### src/rtl/os_match_timer.sv
module os_match_timer #(
  parameter int ADDR_W = 8,
  parameter int DW     = 32,
  parameter int NCH    = 4
) (
  input  logic              clk,
  input  logic              rst_n,
  input  logic              tick,
  input  logic [ADDR_W-1:0] addr,
  input  logic [DW-1:0]     wdata,
  input  logic              wr,
  input  logic              rd,
  output logic [DW-1:0]     rdata,
  output logic [NCH-1:0]    irq,
  output logic              wdt_rst
);
  localparam int IW      = ADDR_W - 2;
  localparam int W_CNT   = NCH;
  localparam int W_STAT  = NCH + 1;
  localparam int W_WDEN  = NCH + 2;
  localparam int W_IE    = NCH + 3;
  localparam int NWORDS  = NCH + 4;
  localparam int WDT_CH  = NCH - 1;

  logic [DW-1:0]  match_q [NCH];
  logic [DW-1:0]  cnt_q;
  logic [NCH-1:0] stat_q, ie_q, hit, clr;
  logic           wden_q;

  logic [IW-1:0] widx;
  logic          word_ok;
  assign widx    = addr[ADDR_W-1:2];
  assign word_ok = (addr[1:0] == 2'b00) && (int'(widx) < NWORDS);

  logic wr_cnt, wr_stat, wr_wden, wr_ie;
  assign wr_cnt  = wr && word_ok && (widx == IW'(W_CNT));
  assign wr_stat = wr && word_ok && (widx == IW'(W_STAT));
  assign wr_wden = wr && word_ok && (widx == IW'(W_WDEN));
  assign wr_ie   = wr && word_ok && (widx == IW'(W_IE));

  genvar g;
  generate
    for (g = 0; g < NCH; g++) begin : g_ch
      always_ff @(posedge clk) begin
        if (!rst_n)
          match_q[g] <= '0;
        else if (wr && word_ok && (widx == IW'(g)))
          match_q[g] <= wdata;
      end
      assign hit[g] = tick && (cnt_q == match_q[g]);
    end
  endgenerate

  always_ff @(posedge clk) begin
    if (!rst_n)      cnt_q <= '0;
    else if (wr_cnt) cnt_q <= wdata;
    else if (tick)   cnt_q <= cnt_q + 1'b1;
  end

  assign clr = wr_stat ? wdata[NCH-1:0] : '0;

  always_ff @(posedge clk) begin
    if (!rst_n) begin
      stat_q  <= '0;
      ie_q    <= '0;
      wden_q  <= 1'b0;
      wdt_rst <= 1'b0;
    end else begin
      stat_q  <= (stat_q & ~clr) | hit;
      if (wr_ie) ie_q <= wdata[NCH-1:0];
      if (wr_wden && wdata[0]) wden_q <= 1'b1;
      wdt_rst <= hit[WDT_CH] && wden_q;
    end
  end

  assign irq = stat_q & ie_q;

  always_comb begin
    rdata = '0;
    if (rd && word_ok) begin
      if (int'(widx) < NCH)          rdata = match_q[widx[$clog2(NCH)-1:0]];
      else if (widx == IW'(W_CNT))   rdata = cnt_q;
      else if (widx == IW'(W_STAT))  rdata = DW'(stat_q);
      else if (widx == IW'(W_WDEN))  rdata = DW'(wden_q);
      else                           rdata = DW'(ie_q);
    end
  end
endmodule


### config.mk
export PLATFORM = sky130hd
export DESIGN_NAME = os_match_timer
export DESIGN_NICKNAME = d
export VERILOG_FILES = /design/src/rtl/os_match_timer.sv
export SDC_FILE = /design/constraint.sdc
export NUM_CORES = 1
export LEC_CHECK = 0
export ABC_AREA = 1
export BUFFER_PORTS_ARGS = -buffer_cell sky130_fd_sc_hd__buf_2
export CORE_UTILIZATION = 40
export DETAILED_ROUTE_END_ITERATION = 16
export HOLD_SLACK_MARGIN = 0.02
export SLEW_MARGIN = 20
export SYNTH_ARGS = -nofsm -noshare
export SYNTH_HDL_FRONTEND = slang
export SYNTH_SLANG_ARGS = --single-unit
### constraint.sdc
create_clock -name clk -period 4 [get_ports clk]
set_clock_uncertainty 0.05 [all_clocks]
set_input_delay 0 -clock clk [delete_from_list [all_inputs] [get_ports clk]]
set_output_delay 0 -clock clk [all_outputs]
set_load 0.1 [all_outputs]
; ---- Word-level counts from Yosys, hierarchy flattened
; Memory sizes are Yosys's and may differ from the RTL's.
; Cells that the tools add are included.
[word_totals]
ff_bits = 42
ram_bits = 128
in_bits = 45
out_inout_bits = 37
n_memories = 1
[op_classes]
n_addsub = 1
n_lt_le_gt_ge = 2
eq_ne = 11
n_mux = 25
n_bitwise = 8
n_reduce_logical = 20
[memory_table]
columns = name, words, width, read_ports, rd_clocked_by_memory_dff, wr, line
row1 = match_q, 4, 32, 5, 0, 4, 25  ; logic [DW-1:0] match_q [NCH];
[ops]
columns = cell, count
row1 = 32-bit two-way mux, 9
row2 = 32-bit == test, 4
row3 = "32-bit by 1-bit adder with 32-bit output, second input constant", 1
row4 = "6-bit by 3-bit == test with 1-bit output, second input constant", 4
row5 = 1-bit logical AND, 17
row6 = 1-bit two-way mux, 13
row7 = "6-bit by 2-bit == test with 1-bit output, second input constant", 2
row8 = 4-bit two-way mux, 3
row9 = 4-bit AND, 2
row10 = "6-bit by 1-bit == test with 1-bit output, second input constant", 1
row11 = 6-bit logical NOT, 1
row12 = "6-bit by 3-bit < comparator with 1-bit output, second input constant", 1
row13 = "6-bit by 4-bit < comparator with 1-bit output, second input constant", 1
row14 = 4-bit NOT, 1
row15 = 1-bit bitwise OR, 4
row16 = 4-bit bitwise OR, 1
row17 = 2-bit logical NOT, 1
row18 = 2-bit nonzero test, 1

; ---- Logic depth before layout (Yosys ltp)
; Gate-level depths: netlist (run 1).
[logic_depth]
ltp_word = 8
ltp_mapped = 11

; ---- Worst setup path before layout (run 1)
; OpenSTA, ideal clock, no wires.
[synth_path]
kind = input to register
from = in addr[6]
to = mem match_q[0][0] (enable)
t_arrival_ps = 2950
required_ps = 3484
path_slack_ps = 534
path_stages = 7
cell_sequence = inv_1 > nand2_2 > nor2_2 > nand3_2 > nor2_2 > inv_1 > o21ai_0
[synth_lines]
columns = element, line
row1 = from (decl), 9  ; input logic [ADDR_W-1:0] addr,
row2 = to (decl), 25

; ---- Worst setup path after layout (run 1)
[layout_path]
from = in addr[4]
to = out rdata[15]
[layout_between]
elab_chain_len = 4
elab_cells_between_ends = 8
[layout_rtl]
columns = element, line
row1 = 6-bit by 4-bit < comparator with 1-bit output / 6-bit by 3-bit == test with 1-bit output (equally long branches), "33, 82"
row2 = 1-bit logical AND / 32-bit two-way mux (equally long branches), "33, 82"
row3 = 1-bit logical AND / 32-bit two-way mux (equally long branches), "80, 81"
row4 = 32-bit two-way mux *, 80  ; if (rd && word_ok) begin
row5 = to (decl), 13  ; output logic [DW-1:0] rdata,
; Mark *: on every way between the ends. The rest lies on a longest branch, timed or not.

==> results.yml, run 1 <==
sta:
  holdWs_ns: 0.0932
  rsz0062_at_grt: "no"
  hold_violations: 0
  slew_headroom_pct: 26.5
  period_needed_ns: 3.03
  worst_slew_pin_slew_ns: 1.10
  fmax_mhz: 331
  fin_tns_setup_ns: 0
  final.period_utilization_pct: 75.6
  setup_viol: 0
  drv_slew: 0
setup_path:
  path_buf_inv: 5
  cp.required_ns: 3.95
  cp_max_fo: 45
  reg2reg_to: "cnt_q[28]"
  cp.arrival_ns: 2.98
  start_kind: "input pin"
  worstPathCellList: "dlygate4sd3_1 > buf_2 > nor2_1 > nand2_2 > clkinv_1 > buf_4 > a21oi_1 > nor3_1 > buf_2"
  crit_type: "in -> out"
  crit_path_end: "rdata[15]"
  reg2reg_depth: 10
  cp-end-kind: "output port"
  cpMaxStageDelayCell: "buf_4"
  timing.rr.start: "cnt_q[1]"
  crit_family: "buffers and inverters"
  cpMostUsedCell: "buf_2"
  crit_start: "addr[4]"
  slowest_delay_ns: 0.54
  reg2reg_slack_ns: 1.53
  cp.depth: 9
grt:
  grt-ovfl-total: 0
  grt_pass1_wl_um: 68200
  grt_pass1_vias: 10700
  antenna_found_initial: 2
  grt_util_all_layers_pct: 33.6
  grt_max_degree: 46
clock_network:
  cts_tree: "done"
  clock_tree.root_cell: "clkbuf_16"
  cts.path.max_buffers: 2
  cts_setup_buffers: 0
  cts_hold_buf: 38
  clk_latency_ns: 0.43
  cts_buffers: 17
  h-tree-depth: 4
  clk_pin_slew_ns: 0.07
  cts.sinks: 170
  cts_resized: 0
yosys:
  synthSimpleGateAreaFrac_pct: 30.9
  syn-num-nets: 1613
  synth.yosys.seq_area_share_pct: 42.9
  synth-compound-area-share_pct: 11.6
  netlist-cell-type-count: 39
  synth_xor_area_share_pct: 3.69
  netlist.area_leader.share_pct: 35.2
  avgSynthCellArea_um2: 6.98
  syn_area_um2: 10900
  synthAdderAreaFrac_pct: 0.114
  syn-instance-count: 1567
  synth_largest_area_cell: "edfxtp_1"
  synthTopCellsByArea: "edfxtp_1 35%, nand2_1 15%, nor2_1 9.6%, dfxtp_1 7.7%, inv_1 7.1%"
  ys.warnings.count: 0
  ys_ff_latch: 170
  synthMuxAreaShare_pct: 0
  synth_top_family_by_area: "simple AND/OR/NAND/NOR gates"
power_and_ir_drop:
  p_leak_nw: 5.45
  vdd_drop_max_v: 0.000296
  p_sw_w: 0.00117
  clkPwrFrac_pct: 40.2
  p_per_area_nw_per_um2: 329
  intPower_w: 0.00296
  sequentialPowerShare_pct: 49.2
  p_sw_share_pct: 28.3
  p_comb_share_pct: 10.7
drt:
  wl_met3_um: 4600
  wl_met2_um: 20700
  drt_iter0_drc: 1468
  vias: 11300
  drt-wirelength-per-cell_um: 23.3
  drc: 0
  drtPass1Iterations: 8
  met1_length_um: 19500
  wirelength_um: 46700
  highest_layer: "met5"
  viasPerCell: 5.62
  drtAntennaViolNets: 0
hold_path:
  hp-class: "in -> reg"
die:
  fp-row-count: 60
  initial_core_util_pct: 40.7
  core-area_um2: 26900
  num_io_pins: 82
  die_w_um: 167
  fp.dieH_um: 167
  dieArea_um2: 28000
placed_design:
  place_hpwl_um: 33700
  gp_congestion: 1.03
  numPortBuffers: 81
final_layout:
  syn2layout_area_growth_pct: 14.7
  final_common_cell: "nand2_1"
  nets: 1695
  num_antenna_cells: 0
  drive_gt1_share_pct: 9.69
  layout_common_cells: "441 x nand2_1, 281 x nor2_1, 206 x inv_1"
status:
  status: "complete, no violations"
run:
  maxCapViolCount: 0
[worst min path at each step]
stage	start	to	slack, ns	cells after the start
after floorplan	wdata[12]	cnt_q[12]	0.12	2
after global placement	wdata[5]	cnt_q[5]	0.24	3
after detailed placement	wdata[4]	cnt_q[4]	0.24	3
after CTS	rst_n	cnt_q[4]	0.07	3
after global routing	rst_n	cnt_q[4]	0.09	3
final	rst_n	cnt_q[4]	0.09	3
[worst register-to-register path, stage by stage (launching register included)]
cell	delay [ns]
dfxtp_1	0.57
ha_1	0.25
nand3_1	0.13
nor2_1	0.48
nand2_1	0.24
nor2_1	0.27
nand2_1	0.09
nand2_1	0.06
nand2_1	0.05
a21oi_1	0.12
nor2_1	0.05
[layout make-up]
class | count | area [µm²]
Clock buffer | 20 | 458
Clock inverter | 12 | 106
Fill cell | 2809 | 14300
Inverter | 213 | 801
Multi-Input combinational cell | 1107 | 5110
Sequential cell | 170 | 4680
Tap cell | 341 | 427
Timing Repair Buffer | 140 | 956
[per-stage QoR]
stage	power, W	cell area [µm²]	std cells	utilization [%]	setup slack (ns)
after global routing	0.00424	12500	2003	46.7	0.879
after CTS	0.00412	12500	2003	46.7	1.10
after detailed placement	0.00247	11600	1933	43.1	1.21
after global placement	0.00246	11600	1933	43.1	1.23
final	0.00412	12500	2003	46.7	0.975
after floorplan	0.00228	10900	1567	-	0.534
[state kept, by name, summed over array words and instances, names as in the netlist]
| name | count |
|---|---|
| cnt_q | 32 |
| ie_q | 4 |
| match_q | 128 |
| stat_q | 4 |
| wden_q | 1 |
| wdt_rst | 1 |
[Yosys cell counts, drive strengths merged]
cell and instances:
o21ai 69, o2111ai 1, inv 210, edfxtp 128, o41ai 1, and2 1
a31oi 5, o221ai 2, o21a 5, clkbuf 18, clkinv 3, nand3b 4
nand4 17, xnor2 32, dfxtp 42, nand2 445, nor2 293, a21oi 75
o31ai 2, o22ai 50, ha 1, or2 3, a22oi 12, nor3b 1
xor2 14, nor3 13, buf 59, nand3 57, o211ai 4
[routing by layer]
layer,GRT usage [%],vias up
met4,14.0,2
met5,0,-
met3,5.81,108
li1,-,5163
met2,52.6,700
met1,45.7,5278
[cells by family (layout without fill, tap and decap cells)]
| family | count (synthesis) | in the layout |
|---|---|---|
| compound gates | 226 | 226 |
| xor+xnor | 46 | 46 |
| fa+ha+maj | 1 | 1 |
| buf+inv | 290 | 385 |
| flops | 170 | 170 |
| simple gates | 834 | 834 |
[power by group through the flow]
stage                     sequential [W]  clock (W)  combinational, W
final                            0.00203    0.00166          0.000439
after global routing             0.00203    0.00174          0.000469
after CTS                        0.00203    0.00166          0.000428
after detailed placement         0.00207          0          0.000400
after global placement           0.00206          0          0.000401
after floorplan                  0.00204          0          0.000233
No activity file was read; power rests on OpenSTA's default activity.
==> run 2: changes to the inputs <==
- clock period: 4 -> 2.58 ns (I/O delays scaled with it)
==> results.yml, run 2 (synthesis gave the netlist of run 1 again) <==
status:
  status: "complete, no violations"
setup_path:
  worstPathCellList: "dlygate4sd3_1 > buf_2 > nand2_1 > nor2_4 > nand2_4 > clkinv_2 > buf_4 > a21oi_1 > nor3_2 > buf_2"
  cp.arrival_ns: 2.34
  cpMostUsedCell: "buf_2"
  reg2reg_depth: 8
  reg2reg_to: "cnt_q[22]"
  start_kind: "input pin"
  path_buf_inv: 5
  timing.rr.start: "cnt_q[10]"
  cpMaxStageDelayCell: "dlygate4sd3_1"
  crit_family: "buffers and inverters"
  cp_max_fo: 14
  slowest_delay_ns: 0.52
  cp.required_ns: 2.53
  cp-end-kind: "output port"
  reg2reg_slack_ns: 0.43
  crit_type: "in -> out"
  crit_start: "addr[4]"
drt:
  wirelength_um: 45900
  drt_iter0_drc: 1403
  drtAntennaViolNets: 0
  drc: 0
  vias: 11100
  drt-wirelength-per-cell_um: 22.7
  drtPass1Iterations: 6
  viasPerCell: 5.50
sta:
  hold_violations: 0
  rsz0062_at_grt: "no"
  fmax_mhz: 418
  setup_slack_ns: 0.186
  worst_slew_pin_slew_ns: 0.732
  setup_viol: 0
  fin_tns_setup_ns: 0
  slew_headroom_pct: 51.1
  final.period_utilization_pct: 92.8
  drv_slew: 0
  period_needed_ns: 2.39
die:
  num_io_pins: 82
  die_w_um: 167
  fp.dieH_um: 167
  initial_core_util_pct: 40.7
  dieArea_um2: 28000
  fp-row-count: 60
  core-area_um2: 26900
clock_network:
  clk_latency_ns: 0.45
  cts_setup_buffers: 0
  h-tree-depth: 4
  cts_hold_buf: 36
  clk_pin_slew_ns: 0.07
  clock_tree.root_cell: "clkbuf_16"
  cts.sinks: 170
  cts_buffers: 17
  cts_tree: "done"
  cts.path.max_buffers: 2
  cts_resized: 0
final_layout:
  seqCellArea_um2: 4680
  layout_common_cells: "441 x nand2_1, 281 x nor2_1, 206 x inv_1"
  multiInputGateArea_um2: 5150
  num_antenna_cells: 0
  fillers: 2735
  final_common_cell: "nand2_1"
  largest_register_ff_count: 128
  drive_gt1_share_pct: 11.4
  syn2layout_area_growth_pct: 19.2
  layout_top_registers: "match_q (128), cnt_q (32)"
  nets: 1713
  top_register: "match_q"
hold_path:
  hp-start: "addr[7]"
  holdPathEnd: "wden_q"
  hp-class: "in -> reg"
  min_path_cells: 6
placed_design:
  gp_congestion: 1.02
  dpl_worst_slack_ns: 0.483
  place_hpwl_um: 34100
  numPortBuffers: 81
grt:
  grt_util_all_layers_pct: 32.8
  antenna_found_initial: 0
  grt-ovfl-total: 0
  grt_pass1_wl_um: 66800
  grt_max_degree: 33
  grt_pass1_vias: 10500
power_and_ir_drop:
  vdd_drop_max_v: 0.000284
  p_per_area_nw_per_um2: 514
  p_leak_nw: 5.58
run:
  maxCapViolCount: 0
## run 2: cell count changes in the layout (fill, tap and decap cells not counted), sizes merged
| cell | delta |
|---|---|
| buf | +20 |
| inv | -3 |
| clkinv | -3 |
| clkbuf | -2 |
| bufinv | +4 |
| dlygate4sd3 | -2 |
| clkinvlp | +4 |
## run 2: cell type report
class | count | share of cell area (%)
clock buffer | 18 | 3.29
clock inverter | 14 | 1.50
inverter | 213 | 6.15
multi-input combinational | 1107 | 39.5
sequential | 170 | 36.0
tap | 341 | 3.27
timing repair buffer | 158 | 10.3
## run 2: power by group
part           internal (W)  leakage [nW]  total (W)  switching (W)
clock network       0.00163         0.294    0.00286        0.00123
registers           0.00304          1.55    0.00315       0.000106
logic              0.000225          3.74   0.000692       0.000467
total               0.00490          5.58    0.00670        0.00180
## run 2: how the worst max path moves through the flow
stage / slack (ns) / endpoint / cells after the start
2_1_floorplan: 0.21 / rdata[0] / 9
3_3_place_gp: 0.47 / cnt_q[20] / 10
3_5_place_dp: 0.48 / cnt_q[20] / 10
4_1_cts: 0.22 / rdata[12] / 10
5_1_grt: 0.07 / rdata[3] / 11
6_report: 0.19 / rdata[12] / 10
## run 2: worst reg2reg max path: stages, from the launching register on
cell	delay [ns]
dfxtp_1	0.56
nand2_1	0.15
nor2_1	0.23
nand2_1	0.12
nor2_1	0.45
nand2_1	0.18
xor2_1	0.17
nand2_1	0.06
a21oi_1	0.12
## run 2: stage by stage
step / std cells / utilization, % / area [µm²] / hold slack, ns / total power (W)
floorplan: 1567 / - / 11000 / 0.119 / 0.00353
global placement: 1953 / 44.8 / 12000 / 0.259 / 0.00384
detailed placement: 1953 / 44.8 / 12000 / 0.265 / 0.00384
CTS: 2021 / 48.5 / 13000 / 0.0554 / 0.00668
global route: 2021 / 48.5 / 13000 / 0.105 / 0.00684
finish: 2021 / 48.5 / 13000 / 0.0517 / 0.00670
## run 2: layer usage
metal	wire length, µm	vias to the layer above	track usage (%)
met3	4480	88	6.78
met1	19400	5192	44.6
li1	-	5193	-
met4	1670	0	12.8
met5	0	-	0
met2	20300	633	50.9
==> run 3: changes to the inputs <==
- CORE_ASPECT_RATIO: not set -> 1.75
- GPL_TIMING_DRIVEN: not set -> 0
==> results.yml, run 3 (synthesis gave the netlist of run 1 again) <==
clock_network:
  cts_buffers: 17
  h-tree-depth: 4
  cts.sinks: 170
  cts.path.max_buffers: 2
  clock_tree.root_cell: "clkbuf_16"
  clk_pin_slew_ns: 0.07
  cts_tree: "done"
  clk_latency_ns: 0.47
  cts_setup_buffers: 0
final_layout:
  num_antenna_cells: 0
  final_core_util_pct: 48.4
  layout_common_cells: "441 x nand2_1, 280 x nor2_1, 206 x inv_1"
  drive_gt1_share_pct: 12.4
  layout_top_registers: "match_q (128), cnt_q (32)"
  syn2layout_area_growth_pct: 18.2
  largest_register_ff_count: 128
  top_register: "match_q"
  final_common_cell: "nand2_1"
  nets: 1756
setup_path:
  cp.required_ns: 2.53
  worstPathCellList: "buf_2 > inv_1 > nand2_2 > inv_1 > nand2_2 > clkinv_1 > clkbuf_1 > a21oi_1 > nor3_2 > buf_2"
  crit_type: "in -> out"
  cp_max_fo: 10
  start_kind: "input pin"
  cp-end-kind: "output port"
  cp.arrival_ns: 2.41
  reg2reg_to: "cnt_q[22]"
  cpMaxStageDelayCell: "clkbuf_1"
  path_buf_inv: 6
  timing.rr.start: "cnt_q[0]"
  reg2reg_depth: 9
  crit_family: "buffers and inverters"
  slowest_delay_ns: 0.63
  reg2reg_slack_ns: 0.18
sta:
  worst_slew_pin_slew_ns: 1.16
  drv_slew: 0
  setup_viol: 0
  rsz0062_at_grt: "no"
  holdWs_ns: 0.0501
  period_needed_ns: 2.46
  setup_slack_ns: 0.120
  final.period_utilization_pct: 95.4
  slew_headroom_pct: 22.7
  fin_tns_setup_ns: 0
  fmax_mhz: 406
  hold_violations: 0
power_and_ir_drop:
  p_per_area_nw_per_um2: 499
  power_w: 0.00644
  vdd_drop_max_v: 0.000449
  p_leak_nw: 5.69
grt:
  grt_util_all_layers_pct: 38.3
  grt_max_degree: 19
  grt-ovfl-total: 0
  grt_pass1_vias: 11200
  antenna_found_initial: 2
  grt_pass1_wl_um: 73900
drt:
  viasPerCell: 5.63
  wl_met3_um: 3470
  drtPass1Iterations: 6
  wirelength_um: 52300
  highest_layer: "met5"
  drc: 0
  drt-wirelength-per-cell_um: 25.5
  drtAntennaViolNets: 0
  vias: 11500
  drt_iter0_drc: 1295
  met1_length_um: 18300
  wl_met2_um: 26200
hold_path:
  min_path_cells: 6
  holdPathEnd: "wden_q"
  hp-class: "in -> reg"
  hp-start: "addr[7]"
die:
  fp-row-count: 79
  initial_core_util_pct: 41.0
  dieArea_um2: 28000
  die_w_um: 127
  fp.dieH_um: 221
  num_io_pins: 82
  core-area_um2: 26700
run:
  maxCapViolCount: 0
placed_design:
  dpl_worst_slack_ns: 0.142
  gp_congestion: 1.00
  numPortBuffers: 80
  place_hpwl_um: 40400
status:
  status: "complete, no violations"
-- run 3: changes by cell type in the layout (fill, tap and decap cells not counted), moves of 2 or more --
| cell | before | now |
|---|---|---|
| buf_2 | 64 | 130 |
| clkbuf_1 | 1 | 18 |
| dlygate4sd3_1 | 36 | 38 |
| buf_16 | 0 | 5 |
| clkinv_1 | 2 | 4 |
| clkinvlp_4 | 4 | 1 |
| buf_4 | 40 | 9 |
| clkinv_4 | 0 | 3 |
| buf_12 | 18 | 0 |
| bufinv_16 | 4 | 1 |
-- run 3: how the worst max path moves through the flow --
stage | cells past startpoint | startpoint | slack [ns] | end
after global routing | 9 | cnt_q[0] | 0.04 | cnt_q[22]
after CTS | 11 | addr[6] | 0.14 | rdata[11]
after global placement | 6 | addr[2] | -0.79 | match_q[1][19]
final | 10 | addr[6] | 0.12 | rdata[12]
after floorplan | 9 | addr[6] | 0.21 | rdata[0]
after detailed placement | 11 | addr[6] | 0.14 | rdata[11]
-- run 3: cell type report --
| type | count | area (µm²) |
|---|---|---|
| Clock buffer | 19 | 443 |
| Tap cell | 324 | 405 |
| Timing Repair Buffer | 124 | 933 |
| Fill cell | 2796 | 13800 |
| Clock inverter | 13 | 116 |
| Inverter | 213 | 801 |
| Buffer | 77 | 387 |
| Multi-Input combinational cell | 1107 | 5150 |
| Sequential cell | 170 | 4680 |
-- run 3: worst register-to-register path: stages (launching register included) --
cell and delay, ns:
dfxtp_1 0.50, ha_1 0.24, nand3_1 0.18, inv_1 0.12, nand2_1 0.08, nor2_1 0.47
nand2_1 0.14, xor2_1 0.18, nand2_1 0.19, a21oi_1 0.09
-- run 3: stage by stage --
| step | instances | cell area (µm²) |
|---|---|---|
| 2_1_floorplan | 1567 | 11000 |
| 3_3_place_gp | 1971 | 11800 |
| 3_5_place_dp | 1977 | 12000 |
| 4_1_cts | 2047 | 12900 |
| 5_1_grt | 2047 | 12900 |
| 6_report | 2047 | 12900 |
-- run 3: repair_timing --
item	4_1_cts	5_1_grt
gates resized for setup	0	4
hold buffers	38	0
endpoints found under the hold margin	168	0
endpoints found under the setup margin	0	5
-- run 3: per-layer routing --
metal,track usage [%],up-vias
met2,67.7,593
met4,29.0,4
met5,0,-
met3,7.06,187
li1,-,5280
met1,40.5,5451
-- run 3: power by group --
group          internal [W]  switching [W]
Sequential          0.00304       0.000114
Combinational      0.000234       0.000503
Clock               0.00136        0.00119
Total               0.00464        0.00181
